==> config.mk <==
export PLATFORM = sky130hd
export DESIGN_NAME = clkctl_guard
export DESIGN_NICKNAME = d
export VERILOG_FILES = /design/src/rtl/clkctl_pkg.sv /design/src/rtl/clkctl_rules.sv /design/src/rtl/clkctl_stall.sv /design/src/rtl/clkctl_guard.sv
export SDC_FILE = /design/constraint.sdc
export NUM_CORES = 1
export LEC_CHECK = 0
export BUFFER_PORTS_ARGS = -buffer_cell sky130_fd_sc_hd__buf_2
export CAP_MARGIN = 10
export CORE_MARGIN = 4
export CORE_UTILIZATION = 45
export DETAILED_ROUTE_END_ITERATION = 16
export GPL_ROUTABILITY_DRIVEN = 0
export GPL_TIMING_DRIVEN = 0
export MAX_ROUTING_LAYER = met4
export PLACE_DENSITY = 0.77
export RECOVER_POWER = 50
export SLEW_MARGIN = 0
export SYNTH_ARGS = -nofsm -noshare
export SYNTH_HDL_FRONTEND = slang
export SYNTH_SLANG_ARGS = --single-unit
==> constraint.sdc <==
create_clock -name clk -period 3.9 [get_ports clk]
set_clock_uncertainty 0.1 [all_clocks]
set_input_delay 0.78 -clock clk [delete_from_list [all_inputs] [get_ports clk]]
set_output_delay 0.78 -clock clk [all_outputs]
set_load 0.01 [all_outputs]
==> src/rtl/clkctl_pkg.sv <==
package clkctl_pkg;
    localparam int DW = 8;
    typedef logic [1:0]    reg_addr_t;
    typedef logic [DW-1:0] byte_t;

    localparam reg_addr_t A_MODE = 2'd0;
    localparam reg_addr_t A_STOP = 2'd1;
    localparam reg_addr_t A_SEL  = 2'd2;
    localparam reg_addr_t A_NONE = 2'd3;

    localparam int MB_HF   = 0;
    localparam int MB_EXT  = 4;
    localparam int MB_PIN  = 6;
    localparam int SB_INT  = 0;
    localparam int SB_MAIN = 7;
    localparam int LB_MAIN = 0;
    localparam int LB_SUB  = 1;

    typedef struct packed {
        logic hf;
        logic ext_en;
        logic pin_sel;
        logic main_stop;
        logic int_stop;
        logic main_sel;
        logic sub_sel;
    } ctl_t;

    typedef struct packed {
        logic hf;
        logic pin;
    } lock_t;

    localparam ctl_t CTL_RESET = '{hf: 1'b0, ext_en: 1'b0, pin_sel: 1'b0,
                                   main_stop: 1'b1, int_stop: 1'b0,
                                   main_sel: 1'b0, sub_sel: 1'b0};

    function automatic byte_t view_reg(ctl_t c, reg_addr_t a);
        byte_t r;
        r = '0;
        case (a)
            A_MODE: begin
                r[MB_HF]  = c.hf;
                r[MB_EXT] = c.ext_en;
                r[MB_PIN] = c.pin_sel;
            end
            A_STOP: begin
                r[SB_INT]  = c.int_stop;
                r[SB_MAIN] = c.main_stop;
            end
            A_SEL: begin
                r[LB_MAIN] = c.main_sel;
                r[LB_SUB]  = c.sub_sel;
            end
            default: r = '0;
        endcase
        return r;
    endfunction

    function automatic ctl_t merge_reg(ctl_t c, reg_addr_t a, byte_t d);
        ctl_t n;
        n = c;
        case (a)
            A_MODE: begin
                n.hf      = d[MB_HF];
                n.ext_en  = d[MB_EXT];
                n.pin_sel = d[MB_PIN];
            end
            A_STOP: begin
                n.int_stop  = d[SB_INT];
                n.main_stop = d[SB_MAIN];
            end
            A_SEL: begin
                n.main_sel = d[LB_MAIN];
                n.sub_sel  = d[LB_SUB];
            end
            default: n = c;
        endcase
        return n;
    endfunction
endpackage

==> src/rtl/clkctl_rules.sv <==
module clkctl_rules
    import clkctl_pkg::*;
(
    input  ctl_t      cur,
    input  lock_t     lock,
    input  logic      sub_ready,
    input  logic      wr_en,
    input  reg_addr_t addr,
    input  byte_t     wdata,
    output ctl_t      nxt,
    output logic      accept,
    output logic      reject
);
    logic chg_pin, chg_ext, chg_hf;
    logic v_lock, v_pins, v_stop, v_sel, viol;

    always_comb begin
        nxt     = merge_reg(cur, addr, wdata);
        chg_hf  = nxt.hf != cur.hf;
        chg_pin = nxt.pin_sel != cur.pin_sel;
        chg_ext = nxt.ext_en != cur.ext_en;

        v_lock = (chg_hf & lock.hf) | (chg_pin & lock.pin);
        v_pins = (chg_pin | chg_ext) & (!cur.main_stop | cur.sub_sel);
        v_stop = (nxt.main_stop & !cur.main_stop & cur.main_sel & !cur.sub_sel)
               | (!nxt.main_stop & cur.main_stop & !cur.pin_sel)
               | (nxt.int_stop & !cur.int_stop & !cur.main_sel & !cur.sub_sel);
        v_sel  = (nxt.main_sel & !cur.main_sel & cur.main_stop)
               | (!nxt.main_sel & cur.main_sel & cur.int_stop)
               | (nxt.sub_sel & !cur.sub_sel & !sub_ready)
               | (!nxt.sub_sel & cur.sub_sel &
                  (cur.main_sel ? cur.main_stop : cur.int_stop));

        viol   = (addr == A_NONE) | v_lock | v_pins | v_stop | v_sel;
        accept = wr_en & !viol;
        reject = wr_en & viol;
    end
endmodule

==> src/rtl/clkctl_stall.sv <==
module clkctl_stall #(
    parameter int STALL_CYCLES = 160
) (
    input  logic clk,
    input  logic rst,
    input  logic start,
    input  logic tick,
    output logic hold
);
    localparam int CW = $clog2(STALL_CYCLES + 1);
    localparam logic [CW-1:0] LOAD = CW'(STALL_CYCLES);

    logic [CW-1:0] cnt;

    always_ff @(posedge clk) begin
        if (rst)
            cnt <= '0;
        else if (start)
            cnt <= LOAD;
        else if (tick && cnt != '0)
            cnt <= cnt - 1'b1;
    end

    assign hold = cnt != '0;

    a_r10_hold_starts_full: assert property (@(posedge clk) disable iff (rst)
        $past(start) |-> cnt == LOAD);
endmodule

==> src/rtl/clkctl_guard.sv <==
module clkctl_guard
    import clkctl_pkg::*;
#(
    parameter int STALL_CYCLES = 160
) (
    input  logic         clk,
    input  logic         rst,
    input  logic         wr_en,
    input  logic [1:0]   addr,
    input  logic [7:0]   wdata,
    output logic [7:0]   rdata,
    output logic         wr_err,
    input  logic         sub_ready,
    input  logic         src_tick,
    output logic         cpu_clk_en
);
    ctl_t  ctl_q, ctl_nxt;
    lock_t lock_q;
    logic  accept, reject, err_q, on_ext, stall_go, hold;

    clkctl_rules u_rules (
        .cur(ctl_q), .lock(lock_q), .sub_ready(sub_ready), .wr_en(wr_en),
        .addr(addr), .wdata(wdata), .nxt(ctl_nxt), .accept(accept), .reject(reject)
    );

    assign on_ext   = ctl_q.main_sel & !ctl_q.sub_sel & ctl_q.pin_sel & ctl_q.ext_en;
    assign stall_go = accept & ctl_nxt.hf & !ctl_q.hf & on_ext;

    clkctl_stall #(.STALL_CYCLES(STALL_CYCLES)) u_stall (
        .clk(clk), .rst(rst), .start(stall_go), .tick(src_tick), .hold(hold)
    );

    always_ff @(posedge clk) begin
        if (rst) begin
            ctl_q  <= CTL_RESET;
            lock_q <= '0;
            err_q  <= 1'b0;
        end else begin
            err_q <= reject;
            if (accept) begin
                ctl_q      <= ctl_nxt;
                lock_q.hf  <= lock_q.hf  | (ctl_nxt.hf != ctl_q.hf);
                lock_q.pin <= lock_q.pin | (ctl_nxt.pin_sel != ctl_q.pin_sel);
            end
        end
    end

    assign rdata      = view_reg(ctl_q, addr);
    assign wr_err     = err_q;
    assign cpu_clk_en = !hold;

    a_r2_hf_locked: assert property (@(posedge clk) disable iff (rst)
        lock_q.hf |=> ctl_q.hf == $past(ctl_q.hf));
    a_r3_pin_locked: assert property (@(posedge clk) disable iff (rst)
        lock_q.pin |=> ctl_q.pin_sel == $past(ctl_q.pin_sel));
    a_r4_pins_need_stop: assert property (@(posedge clk) disable iff (rst)
        (!$stable(ctl_q.ext_en) || !$stable(ctl_q.pin_sel)) |->
            ($past(ctl_q.main_stop) && !$past(ctl_q.sub_sel)));
    a_r5_main_stop_safe: assert property (@(posedge clk) disable iff (rst)
        $rose(ctl_q.main_stop) |-> (!$past(ctl_q.main_sel) || $past(ctl_q.sub_sel)));
    a_r6_main_start_pins: assert property (@(posedge clk) disable iff (rst)
        $fell(ctl_q.main_stop) |-> $past(ctl_q.pin_sel));
    a_r7_int_stop_safe: assert property (@(posedge clk) disable iff (rst)
        $rose(ctl_q.int_stop) |-> ($past(ctl_q.main_sel) || $past(ctl_q.sub_sel)));
    a_r9_err_after_write: assert property (@(posedge clk) disable iff (rst)
        wr_err |-> $past(wr_en));
    a_r10_hold_on_hf: assert property (@(posedge clk) disable iff (rst)
        $fell(cpu_clk_en) |-> $rose(ctl_q.hf));
endmodule

==> flow_metrics.env <==
export IMPL_synth_top_area_cell="dfxtp_1"
export IMPL_path_class="reg -> out"
export IMPL_finalSetupViolations=0
export IMPL_period_share_pct=69.8
export IMPL_synth_compound_area_share_pct=12.3
export IMPL_finalHoldViolCount=0
export IMPL_grt_pass1_wl_um=3470
export IMPL_synthXorXnorAreaFrac_pct=5.19
export IMPL_synth_most_common_cell="dfxtp_1"
export IMPL_fin_util_pct=57.4
export IMPL_synth_top_family_by_area="simple AND/OR/NAND/NOR gates"
export IMPL_r2r_start="ctl_q[3]"
export IMPL_ys_flop_type="dfxtp_1"
export IMPL_grt_ovfl_total=0
export IMPL_ys_ff_latch=18
export IMPL_start_util_pct=49.6
export IMPL_synthMuxAreaShare_pct=6.91
export IMPL_cts_buffer_depth=2
export IMPL_slowest_delay_ns=0.54
export IMPL_drtIter0Drc=9
export IMPL_vdd_drop_max_mv=0.355
export IMPL_numCtsBuffers=3
export IMPL_fin_nets=162
export IMPL_clkSinkCount=18
export IMPL_routed_wl_um=1950
export IMPL_root_buffer="clkbuf_4"
export IMPL_num_rows=16
export IMPL_worstPathArrival_ns=1.84
export IMPL_required_ns=3.02
export IMPL_grt_util_all_layers_pct=14.0
export IMPL_dr_total_vias=900
export IMPL_tritoncts="yes"
export IMPL_avgSynthCellArea_sq_um=8.38
export IMPL_status="complete, no violations"
export IMPL_die_h_um=55.5
export IMPL_die_area_sq_um=3080
export IMPL_route_detailed_drc=0
export IMPL_synthesis_area_sq_um=1010
export IMPL_post_cts_buffers=0
export IMPL_io_pin_count=25
export IMPL_yosys_area_share_simple_pct=32.1
export IMPL_min_path_type="reg -> reg"
export IMPL_worstSkewPairLatency_ns=0.29
export IMPL_hold_buffers=0
export IMPL_syn_inst=121
export IMPL_synthDominantCellAreaShare_pct=35.6
export IMPL_finalPower_uw=608
export IMPL_synth_cell_types=37
export IMPL_seq_area_sq_um=360
export IMPL_multi_input_area_sq_um=609
export IMPL_antenna_found_initial=0
export IMPL_ys_warn_count=0
export IMPL_synth_area_leaders="dfxtp_1, mux2i_1, a21oi_1"
export IMPL_fillCellCount=199
export IMPL_async_flop_share_pct=0
export IMPL_synth_commonest_cells="dfxtp_1, nor2_1, a21oi_1, mux2i_1, nand2_1"
export IMPL_crit_start="u_stall.cnt[2]"
export IMPL_dp_hpwl_um=1540
export IMPL_grt_pass1_vias=840
export IMPL_die_x_um=55.5
export IMPL_fin_tns_setup_ns=0
export IMPL_cp_start_kind="flop"
export IMPL_synth_seq_area_share_pct=35.6
export IMPL_cp_max_fo=6
export IMPL_core_area_sq_um=2040
export IMPL_period_needed_ns=2.72
export IMPL_placed_area_sq_um=1140
export IMPL_grt_max_degree=11
export IMPL_fmax_mhz=367
export IMPL_p_leak_uw=0.000479
export IMPL_antennaDiodeCount=0
export IMPL_cp_top_family="simple AND/OR/NAND/NOR gates"
export IMPL_maxSlewViolCount=0
export IMPL_crit_chain="or4_4, or3b_4, clkinv_2, buf_2"
export IMPL_areaGrowthSynthToFinish_pct=15.7
export IMPL_path_clk_slew_ns=0.11
export IMPL_rsz0062_at_grt="no"
export IMPL_ant_nets=0
export IMPL_hold_start="lock_q[0]"
export IMPL_h_tree_depth=1
export IMPL_endpoint_kind="output port"
export IMPL_first_pass_iters=4
export IMPL_cp_buffers_inverters=2
export IMPL_drive_gt1_share_pct=18.1
export IMPL_fin_area_sq_um=1170
export IMPL_via_per_inst=5.26
export IMPL_wl_per_cell_um=11.4
export IMPL_synthAdderAreaFrac_pct=2.47
export IMPL_power_density_nw_per_um2=518
export IMPL_synth_edf_count=0
export IMPL_drv_cap=0
export IMPL_critPathSlowestCell="or4_4"
export IMPL_io_buffers=17
export IMPL_cts_resized=0
==> sequential cells by signal, summed over array words and instances, names as in the netlist <==
| signal | cells |
|---|---|
| ctl_q | 7 |
| u_stall.cnt | 8 |
| wr_err | 1 |
| lock_q | 2 |
==> metrics by stage <==
stage               hold WS, ns  instances  worst slack [ns]
floorplan                 0.334        123              1.64
global placement          0.351        167              1.40
detailed placement        0.363        167              1.39
CTS                       0.388        171              1.18
global route              0.433        171              1.11
finish                    0.383        171              1.18
==> layout by cell type (no fill, tap or decap), types with 3 or more instances in the layout <==
cell,count
nor3_1,4
inv_1,3
conb_1,3
nor2b_1,5
o21ai_0,5
clkbuf_4,3
nand2_1,6
nor2_1,12
dfxtp_1,18
nand2b_1,5
nor3b_1,4
buf_2,15
mux2i_1,7
xnor2_1,4
clkbuf_1,5
a21oi_1,9
buf_4,3
==> worst paths after layout <==
check	to	slack [ns]	cells past startpoint
setup reg to reg	ctl_q[6]	2.03	6
hold reg to reg	lock_q[0]	0.38	2
hold / removal	lock_q[0]	0.38	2
setup / recovery	cpu_clk_en	1.18	4
==> kinds of logic after synthesis <==
logic type | Yosys count
other | 1
xor gates and xnor gates | 6
AOI/OAI and AO/OA | 21
adders and majority gates | 2
and+or+nand+nor | 56
buffers and inverters | 10
DFF | 18
muxes | 7
==> where the power goes <==
group / internal [uW] / switching, uW
logic: 120 / 126
registers: 218 / 26.5
clock network: 56.9 / 60.3
total: 395 / 213
==> routing by layer <==
layer / share of wire, % / track usage, % / vias to the layer above
met1: 47 / 17.3 / 406
met5: 0 / - / -
li1: - / - / 470
met4: 0.87 / 4.17 / 0
met3: 4.8 / 3.96 / 2
met2: 48 / 22.3 / 22
==> worst register-to-register path: stages, from the launching register on <==
cell and delay [ns]:
dfxtp_1 0.45, or3b_1 0.38, a2bb2oi_1 0.23, and3_1 0.20
buf_2 0.16, mux2i_1 0.19, nor2_1 0.05
==> area by class of cell <==
class,count,share of cell area (%)
inverters,4,1.39
flip-flops and latches,18,30.7
clock buffers,4,3.09
repair buffers,17,6.94
well taps,27,2.88
multi-input cells,95,52.0
plain buffers,6,2.99
(Power assumes the default switching activity.)
